===== src/rtl/exc_pkg.sv =====
package exc_pkg;

    parameter int unsigned XLEN   = 32;
    parameter int unsigned TAG_W  = 8;
    // registered slots after fetch: decode, execute, memory, commit
    parameter int unsigned NSTAGE = 4;

    localparam int ST_DEC = 0;
    localparam int ST_EXE = 1;
    localparam int ST_MEM = 2;
    localparam int ST_COM = 3;

    typedef enum logic [1:0] {
        CAUSE_IFETCH = 2'd0,
        CAUSE_OVF    = 2'd1,
        CAUSE_DFAULT = 2'd2
    } cause_e;

    typedef struct packed {
        logic              valid;
        logic              cancel;
        logic              exc;
        cause_e            cause;
        logic [XLEN-1:0]   pc;
        logic [TAG_W-1:0]  tag;
        logic [XLEN-1:0]   data;
    } slot_t;

    // a slot that can still raise a fault
    function automatic logic slot_live(slot_t s);
        return s.valid && !s.cancel && !s.exc;
    endfunction

    // cause attached to a slot as it leaves source position idx
    // (0 = fetch input, 1 = decode, 2 = execute, 3 = memory)
    function automatic cause_e src_cause(int idx);
        case (idx)
            0:       return CAUSE_IFETCH;
            2:       return CAUSE_OVF;
            default: return CAUSE_DFAULT;
        endcase
    endfunction

endpackage


===== src/rtl/exc_detect.sv =====
module exc_detect
    import exc_pkg::*;
(
    input  logic [NSTAGE-1:0] src_fault,
    output logic [NSTAGE-1:0] kill,
    output logic [NSTAGE-1:0] mark,
    output logic              any_det
);
    // src_fault[i]: the slot leaving source position i is live and faulting.
    // A higher index is an older instruction; it cancels all lower ones.
    always_comb begin
        for (int i = 0; i < NSTAGE; i++) begin
            kill[i] = 1'b0;
            for (int j = i + 1; j < NSTAGE; j++) begin
                kill[i] = kill[i] | src_fault[j];
            end
            mark[i] = src_fault[i] && !kill[i];
        end
        any_det = |src_fault;
    end

endmodule


===== src/rtl/exc_stage_pipe.sv =====
module exc_stage_pipe
    import exc_pkg::*;
(
    input  logic                   clk,
    input  logic                   rst,
    input  slot_t                  fetch_s,
    input  logic [NSTAGE-1:0]      kill,
    input  logic [NSTAGE-1:0]      mark,
    input  logic [XLEN-1:0]        ex_result,
    output slot_t [NSTAGE-1:0]     st
);
    for (genvar gi = 0; gi < NSTAGE; gi++) begin : g_stage
        slot_t src;
        slot_t nxt;

        if (gi == 0) begin : g_first
            assign src = fetch_s;
        end else begin : g_chain
            assign src = st[gi-1];
        end

        always_comb begin
            nxt = src;
            if (kill[gi]) begin
                nxt.cancel = 1'b1;
            end
            if (mark[gi]) begin
                nxt.exc   = 1'b1;
                nxt.cause = src_cause(gi);
            end
            if (gi == ST_MEM) begin
                nxt.data = ex_result;
            end
        end

        always_ff @(posedge clk) begin
            if (rst) begin
                st[gi] <= '0;
            end else begin
                st[gi] <= nxt;
            end
        end
    end

endmodule


===== src/rtl/exc_commit.sv =====
module exc_commit
    import exc_pkg::*;
#(
    parameter logic [XLEN-1:0] HANDLER_PC     = 32'h0000_0100,
    parameter bit              EARLY_REDIRECT = 1'b0
) (
    input  logic              clk,
    input  logic              rst,
    input  slot_t             com_s,
    input  logic              any_det,
    output logic              wb_en,
    output logic [TAG_W-1:0]  wb_tag,
    output logic [XLEN-1:0]   wb_data,
    output logic              redirect,
    output logic [XLEN-1:0]   redirect_pc,
    output logic              squash_fetch,
    output logic [XLEN-1:0]   epc,
    output logic [1:0]        cause
);
    logic commit_live;
    logic commit_exc;

    assign commit_live = com_s.valid && !com_s.cancel;
    assign commit_exc  = commit_live && com_s.exc;
    assign wb_en       = commit_live && !com_s.exc;
    assign wb_tag      = com_s.tag;
    assign wb_data     = com_s.data;
    assign redirect_pc = HANDLER_PC;

    if (EARLY_REDIRECT) begin : g_early
        assign redirect     = any_det;
        assign squash_fetch = 1'b0;
    end else begin : g_late
        logic pend_q;
        always_ff @(posedge clk) begin
            if (rst) begin
                pend_q <= 1'b0;
            end else if (commit_exc) begin
                pend_q <= 1'b0;
            end else if (any_det) begin
                pend_q <= 1'b1;
            end
        end
        assign redirect     = commit_exc;
        assign squash_fetch = pend_q;
    end

    always_ff @(posedge clk) begin
        if (rst) begin
            epc   <= '0;
            cause <= '0;
        end else if (commit_exc) begin
            epc   <= com_s.pc;
            cause <= com_s.cause;
        end
    end

endmodule


===== src/rtl/exc_commit_ctrl.sv =====
module exc_commit_ctrl
    import exc_pkg::*;
#(
    parameter logic [XLEN-1:0] HANDLER_PC     = 32'h0000_0100,
    parameter bit              EARLY_REDIRECT = 1'b0
) (
    input  logic              clk,
    input  logic              rst,
    input  logic              if_valid_i,
    input  logic [XLEN-1:0]   if_pc_i,
    input  logic [TAG_W-1:0]  if_tag_i,
    input  logic              if_fault_i,
    input  logic              ex_ovf_i,
    input  logic [XLEN-1:0]   ex_result_i,
    input  logic              mem_fault_i,
    output logic              wb_en_o,
    output logic [TAG_W-1:0]  wb_tag_o,
    output logic [XLEN-1:0]   wb_data_o,
    output logic              redirect_o,
    output logic [XLEN-1:0]   redirect_pc_o,
    output logic [XLEN-1:0]   epc_o,
    output logic [1:0]        cause_o
);
    slot_t               fetch_s;
    slot_t [NSTAGE-1:0]  st;
    slot_t               com_s;
    logic [NSTAGE-1:0]   src_fault;
    logic [NSTAGE-1:0]   kill;
    logic [NSTAGE-1:0]   mark;
    logic                any_det;
    logic                squash_fetch;

    always_comb begin
        fetch_s        = '0;
        fetch_s.valid  = if_valid_i;
        fetch_s.cancel = squash_fetch;
        fetch_s.pc     = if_pc_i;
        fetch_s.tag    = if_tag_i;
    end

    assign com_s = st[ST_COM];

    // fault reports lined up by source position of the slot they hit
    assign src_fault[0]          = slot_live(fetch_s)   && if_fault_i;
    assign src_fault[ST_DEC + 1] = 1'b0;
    assign src_fault[ST_EXE + 1] = slot_live(st[ST_EXE]) && ex_ovf_i;
    assign src_fault[ST_MEM + 1] = slot_live(st[ST_MEM]) && mem_fault_i;

    exc_detect u_detect (
        .src_fault (src_fault),
        .kill      (kill),
        .mark      (mark),
        .any_det   (any_det)
    );

    exc_stage_pipe u_pipe (
        .clk       (clk),
        .rst       (rst),
        .fetch_s   (fetch_s),
        .kill      (kill),
        .mark      (mark),
        .ex_result (ex_result_i),
        .st        (st)
    );

    exc_commit #(
        .HANDLER_PC     (HANDLER_PC),
        .EARLY_REDIRECT (EARLY_REDIRECT)
    ) u_commit (
        .clk          (clk),
        .rst          (rst),
        .com_s        (com_s),
        .any_det      (any_det),
        .wb_en        (wb_en_o),
        .wb_tag       (wb_tag_o),
        .wb_data      (wb_data_o),
        .redirect     (redirect_o),
        .redirect_pc  (redirect_pc_o),
        .squash_fetch (squash_fetch),
        .epc          (epc_o),
        .cause        (cause_o)
    );

endmodule


===== config.mk =====
export PLATFORM = sky130hd
export DESIGN_NAME = exc_commit_ctrl
export DESIGN_NICKNAME = d
export VERILOG_FILES = /design/src/rtl/exc_pkg.sv /design/src/rtl/exc_detect.sv /design/src/rtl/exc_stage_pipe.sv /design/src/rtl/exc_commit.sv /design/src/rtl/exc_commit_ctrl.sv
export SDC_FILE = /design/constraint.sdc
export NUM_CORES = 1
export LEC_CHECK = 0
export ABC_CLOCK_PERIOD_IN_PS = 1100
export BUFFER_PORTS_ARGS = -buffer_cell sky130_fd_sc_hd__buf_2
export CORE_ASPECT_RATIO = 0.75
export CORE_UTILIZATION = 41
export DETAILED_ROUTE_END_ITERATION = 8
export PLACE_DENSITY = 0.75
export SLEW_MARGIN = 30
export SYNTH_ARGS = -nofsm -noshare
export SYNTH_HDL_FRONTEND = slang
export SYNTH_SLANG_ARGS = --single-unit

===== constraint.sdc =====
create_clock -name clk -period 1.1 [get_ports clk]
set_input_delay 0.055 -clock clk [delete_from_list [all_inputs] [get_ports clk]]
set_output_delay 0.055 -clock clk [all_outputs]
set_load 0.02 [all_outputs]

==> results.tsv, run 1 <==
stage	metric	value	unit
logic_synthesis	sequential cell area fraction in the yosys report	66.33	%
logic_synthesis	asr flop ratio synth	0	%
power	Power Density	1869	nW/um^2
placed_design	post-detail-place hpwl	8047	um
clocking	CTS tree	yes	
drt	via/cell ratio	4.058	
power	Leak	4.663	nW
logic_synthesis	Main synth FF type	dfxtp_1	
logic_synthesis	most instantiated cells after synthesis	274 x dfxtp_1, 231 x nor2b_1, 72 x buf_4	
floorplanning	row count	44	
placed_design	I/O Buffers	153	
logic_synthesis	Distinct cells, synth	21	
status	status	finished with violations	
final_layout	fillers	1600	
flow_run	Max-Cap Viols	0	
sta	RSZ-0062 raised after global routing	true	
global_routing	largest net degree at the start of global routing	46	
logic_synthesis	post-synth top area cell	dfxtp_1	
sta	post-layout minimum cycle time	1328	ps
global_routing	gr ovfl total	0	
clocking	CTS max path bufs	3	
logic_synthesis	number of synthesized flops with an enable pin	0	
power	Max IR drop VDD	1.073	mV
drt	Vias	4927	
logic_synthesis	count leader, synth	dfxtp_1	
floorplanning	Die X-Extent	166.0	um
worst_setup_path	slowest stage delay, CP	320	ps
drt	DR WL/cell	12.05	um
final_layout	final instance area	10810	um^2
clocking	CTS root buf	clkbuf_16	
sta	Clock Skew	8.358	ps
worst_setup_path	Worst Path Max Fanout	2	
logic_synthesis	Synth Instances	739	
placed_design	placer congestion estimate	0.7097	
drt	Initial DRC Count	193	
sta	minimum hold slack	82.73	ps
final_layout	synthesis-to-finish area growth	30.67	%
sta	Max Slew Vio Count	0	
floorplanning	io pins	186	
sta	final period utilization	120.7	%
clocking	clk slew on worst S/H paths	60	ps
global_routing	vias in the first global route	4773	
sta	Slew @ Worst Pin	763.9	ps
global_routing	initial antenna violation count	0	
sta	max_slew headroom	49.07	%
placed_design	pre-CTS WS	-17.82	ps
clocking	CTS H-Tree Depth	1	
logic_synthesis	top-area cell type share of the netlist area	66.33	%
drt	post-route ant nets	0	
final_layout	share of layout cells above drive strength 1	24.97	%
clocking	CTS Sinks	274	
worst_setup_path	Worst EP required	1040	ps
floorplanning	DIE AREA	20750	um^2
min_path	class of the worst hold path	primary input to flip-flop	
floorplanning	chip height	125.0	um
logic_synthesis	synthesized area	8269	um^2
clocking	total CTS buffers	25	
clocking	clk_lat worst skew	500	ps
logic_synthesis	Synth area leaders	dfxtp_1 66%, nor2b_1 17%, buf_4 6.5%	
worst_setup_path	worst path cell trace	nand3b_4 -> inv_4 -> buf_12 -> buf_8	
worst_setup_path	WS Path Type	flip-flop to output pin	
worst_setup_path	critical path startpoint category	flip-flop	
status	violated checks	design-rule violations, negative setup slack	
sta	final setup TNS	-1037	ps
floorplanning	Initial Util	42.31	%
global_routing	gr usage total	13.92	%
sta	Final Hold Vio Count	0	
drt	DRT Wirelength	14630	um
final_layout	ant diodes	0	
drt	# DRC	16	
sta	Max Freq	753.2	MHz
worst_setup_path	Crit-path slowest cell	dfxtp_2	
sta	final setup vio count	34	
power	Power Total	20.19	mW
worst_setup_path	WP buf/inv	3	
sta	fin worst setup slack	-227.8	ps
placed_design	Placed Area	8919	um^2
logic_synthesis	mean post-synth cell area	11.19	um^2
drt	drt pass-1 iters	6	
logic_synthesis	yosys warns	0	
logic_synthesis	synthesis-stage register bit count	274	
worst_setup_path	crit-path leading delay family	flip-flops	
global_routing	global-route wire length before repair	23320	um
worst_setup_path	arrival time worst endpoint	1270	ps
final_layout	nets@finish	1022	
floorplanning	core footprint	19540	um^2
worst_setup_path	CP endpoint kind	output pin	
-- sequential cells by signal (all words and copies together) (netlist names) --
register / cells
u_commit.epc: 32
u_commit.squash_fetch: 1
u_pipe.st: 239
u_commit.cause: 2
-- per-stage QoR --
step,util (%),cells
2_1_floorplan,-,769
6_report,55.29,1214
4_1_cts,54.87,1213
3_3_place_gp,45.63,1082
3_5_place_dp,45.63,1082
5_1_grt,55.29,1214
-- worst paths after layout --
| check | startpoint | cells after the start | end | slack, ps |
|---|---|---|---|---|
| min | rst | 3 | u_commit.epc[20] | 80 |
| max | u_pipe.st[306] | 4 | redirect_o | -230 |
| max reg2reg | u_pipe.st[306] | 6 | u_commit.epc[11] | -40 |
| min reg2reg | u_pipe.st[280] | 2 | u_commit.epc[9] | 430 |
-- layer usage --
metal	vias up	wire (um)	global-route usage [%]
met4	0	348	3.848
met3	27	953	3.419
met2	139	7003	25.04
met1	2198	6323	16.51
met5	-	0	0
li1	2563	-	-
-- repair_timing --
| item | 4_1_cts | 5_1_grt |
|---|---|---|
| pin swaps | 2 | 1 |
| endpoints found under the hold margin | 91 | 0 |
| gates cloned | 1 | 1 |
| setup endpoints to repair | 18 | 73 |
| gates resized for setup | 33 | 26 |
| hold buffers | 82 | 0 |
| buffers inserted | 4 | 2 |
-- cell type report --
class,instances,area (um^2),share of cell area [%]
Multi-Input combinational cell,384,2152,19.92
Tap cell,253,316.6,2.930
Timing Repair Buffer,257,1967,18.20
Clock inverter,7,112.6,1.042
Sequential cell,274,5507,50.96
Clock buffer,37,740.7,6.855
Inverter,2,10.01,0.09264
-- kinds of logic (layout without fill, tap and decap cells) --
logic type      count (synthesis)  after routing  share of synthesized area [%]
buf+inv                       111            303                          9.184
other cells                     2             32                        0.09082
simple gates                  316            316                          22.18
compound gates                 36             36                          2.209
flops                         274            274                          66.33
-- worst min-delay path, delay by kind of cell --
family | cells | cell delay [ps]
AOI/OAI and AO/OA | 1 | 40
buffers and inverters | 2 | 440
-- report_power, final --
part | internal [mW] | total (mW) | switching (mW)
logic | 0.553 | 1.05 | 0.497
registers | 10.3 | 10.3 | 0.0706
clock network | 5.34 | 8.82 | 3.48
total | 16.1 | 20.2 | 4.04
-- cells in the final DEF, fill, tap and decap left out, types with 3 or more instances in the layout --
master / instances
buf_6: 3
nor2_1: 6
dfxtp_2: 17
buf_4: 39
nor2b_1: 231
buf_2: 123
buf_12: 6
bufinv_16: 3
a21oi_1: 35
dfxtp_1: 257
dlygate4sd3_1: 81
conb_1: 32
clkbuf_16: 26
clkinv_2: 3
clkbuf_1: 5
clkbuf_8: 8
nand2_1: 69
No activity file was read; power rests on OpenSTA's default activity.
==> run 2: changes to the inputs <==
--- a/config.mk
+++ b/config.mk
@@ -5,12 +5,12 @@
 export SDC_FILE = /design/constraint.sdc
 export NUM_CORES = 1
 export LEC_CHECK = 0
-export ABC_CLOCK_PERIOD_IN_PS = 1100
+export ABC_CLOCK_PERIOD_IN_PS = 1200
 export BUFFER_PORTS_ARGS = -buffer_cell sky130_fd_sc_hd__buf_2
 export CORE_ASPECT_RATIO = 0.75
 export CORE_UTILIZATION = 41
 export DETAILED_ROUTE_END_ITERATION = 8
-export PLACE_DENSITY = 0.75
+export PLACE_DENSITY = 0.78
 export SLEW_MARGIN = 30
 export SYNTH_ARGS = -nofsm -noshare
 export SYNTH_HDL_FRONTEND = slang
==> constraint.sdc (replaced) <==
create_clock -name clk -period 1.2 [get_ports clk]
set_input_delay 0.06 -clock clk [delete_from_list [all_inputs] [get_ports clk]]
set_output_delay 0.06 -clock clk [all_outputs]
set_load 0.02 [all_outputs]
==> results.tsv, run 2 (synthesized netlist as in run 1, its figures left out) <==
stage	metric	value	unit	change
clocking	CTS H-Tree Depth	1		unchanged
final_layout	commonest non-fill, non-tap cell in the layout	dfxtp_1		
drt	drt pass-1 iters	6		unchanged
status	status	finished with violations		
global_routing	global-route wire length before repair	22110	um	-5.2%
min_path	class of the worst hold path	primary input to flip-flop		
worst_setup_path	WS Path Type	flip-flop to output pin		
global_routing	largest net degree at the start of global routing	64		+39%
floorplanning	io pins	186		unchanged
placed_design	post-detail-place hpwl	7742	um	-3.8%
sta	final setup vio count	2		-94%
floorplanning	Initial Util	42.31	%	unchanged
final_layout	biggest regs	u_pipe.st: 239 flops, u_commit.epc: 32 flops, u_commit.cause: 2 flops		
global_routing	initial antenna violation count	0		unchanged
power	Max IR drop VDD	0.9785	mV	-8.8%
drt	DR WL/cell	11.40	um	-5.4%
final_layout	final instance area	10570	um^2	-2.2%
placed_design	placer congestion estimate	0.6836		-3.7%
global_routing	gr usage total	13.04	%	-0.88 points
worst_setup_path	Crit-path slowest cell	dfxtp_2		
drt	Initial DRC Count	221		+15%
worst_setup_path	WP buf/inv	2		-1
worst_setup_path	worst path cell trace	nand3b_4 -> inv_8 -> buf_6		
status	violated checks	design-rule violations, negative setup slack		
drt	# DRC	17		+1
final_layout	Largest Register	u_pipe.st		
final_layout	synthesis-to-finish area growth	27.86	%	
sta	minimum hold slack	87.33	ps	+4.605 ps
drt	Vias	4809		-2.4%
final_layout	fillers	1592		-0.50%
sta	final period utilization	103.6	%	
power	Power Total	18.38	mW	-9.0%
floorplanning	chip height	125.0	um	unchanged
worst_setup_path	CP endpoint kind	output pin		
worst_setup_path	crit-path leading delay family	flip-flops		
final_layout	nets@finish	1011		-1.1%
final_layout	most frequent cells in the layout	271 x dfxtp_1, 231 x nor2b_1, 150 x buf_2		
floorplanning	row count	44		unchanged
clocking	CTS max path bufs	3		unchanged
drt	via/cell ratio	3.994		-1.6%
clocking	CTS tree	yes		
global_routing	vias in the first global route	4650		-2.6%
worst_setup_path	critical path startpoint category	flip-flop		
worst_setup_path	slowest stage delay, CP	320	ps	about the same
placed_design	Placed Area	8881	um^2	-0.42%
sta	Max Slew Vio Count	0		unchanged
worst_setup_path	Worst Path Max Fanout	2		unchanged
drt	post-route ant nets	0		unchanged
clocking	CTS Sinks	274		unchanged
sta	RSZ-0062 raised after global routing	true		
final_layout	fin cells	1204		-0.82%
drt	DRT Wirelength	13730	um	-6.1%
clocking	CTS root buf	clkbuf_16		
floorplanning	core footprint	19540	um^2	unchanged
global_routing	gr ovfl total	0		unchanged
worst_setup_path	arrival time worst endpoint	1180	ps	-90 ps
flow_run	Max-Cap Viols	0		unchanged
worst_setup_path	Worst EP required	1140	ps	+100 ps
sta	final setup TNS	-68.72	ps	+968.1 ps
placed_design	Placed Instances	1077		-0.46%
sta	fin worst setup slack	-43.04	ps	+184.7 ps
clocking	clk_lat worst skew	520	ps	+20 ps
final_layout	ant diodes	0		unchanged
placed_design	I/O Buffers	153		unchanged
sta	Clock Skew	10.82	ps	+2.458 ps
power	Leak	4.574	nW	-1.9%
sta	post-layout minimum cycle time	1243	ps	
floorplanning	DIE AREA	20750	um^2	unchanged
floorplanning	Die X-Extent	166.0	um	unchanged
final_layout	share of layout cells above drive strength 1	22.82	%	-2.2 points
final_layout	max FFs per register	239		unchanged
clocking	total CTS buffers	26		+4.0%
sta	Max Freq	804.5	MHz	
sta	Final Hold Vio Count	0		unchanged
power	Power Density	1738	nW/um^2	-7.0%
clocking	clk slew on worst S/H paths	60	ps	about the same
## run 2: layout make-up
cell class	count	area [um^2]	share of cell area, %
Multi-Input combinational cell	384	2142	20.26
Timing Repair Buffer	245	1757	16.62
Sequential cell	274	5489	51.92
Clock buffer	35	735.7	6.959
Clock inverter	11	117.6	1.112
Inverter	2	15.01	0.1420
Tap cell	253	316.6	2.994
## run 2: final timing paths
| kind | from | end | slack [ps] | depth (start not counted) |
|---|---|---|---|---|
| setup / recovery | u_pipe.st[306] | redirect_o | -40 | 3 |
| hold / removal | ex_ovf_i | u_pipe.st[228] | 90 | 4 |
| setup reg to reg | u_pipe.st[306] | u_commit.epc[7] | 50 | 6 |
| hold reg to reg | u_pipe.st[135] | u_pipe.st[212] | 430 | 1 |
## run 2: through the flow
step,util [%],setup slack [ps]
after floorplan,-,227.9
after global placement,45.44,142.8
after detailed placement,45.44,102.4
after CTS,54.05,-75.27
after global routing,54.10,-91.96
final,54.10,-43.04
## run 2: repair_timing
item                                   CTS  global route
pin swaps                                1             0
hold buffers                            79             0
setup buffers                            2             0
setup endpoints to repair                2            22
gates resized for setup                  9             4
endpoints found under the hold margin   98             0
## run 2: where the power goes
| group | internal [mW] | total, mW | switching (mW) | leakage, nW |
|---|---|---|---|---|
| Clock | 4.74 | 7.98 | 3.24 | 0.417 |
| Combinational | 0.491 | 0.938 | 0.447 | 1.91 |
| Sequential | 9.40 | 9.46 | 0.0626 | 2.25 |
## run 2: worst reg2reg max path: cells and delay by family, from the launching register on
| kind | cells | cell delay (ps) |
|---|---|---|
| and+or+nand+nor | 2 | 240 |
| AOI/OAI and AO/OA | 1 | 130 |
| DFF | 1 | 320 |
| buffers and inverters | 3 | 380 |
## run 2: layer usage
layer	GRT usage [%]	up-vias	share of wire [%]
met4	3.518	0	2.1
met2	23.21	151	47
li1	-	2545	-
met5	0	-	0
met3	4.558	24	8.4
met1	14.82	2089	43
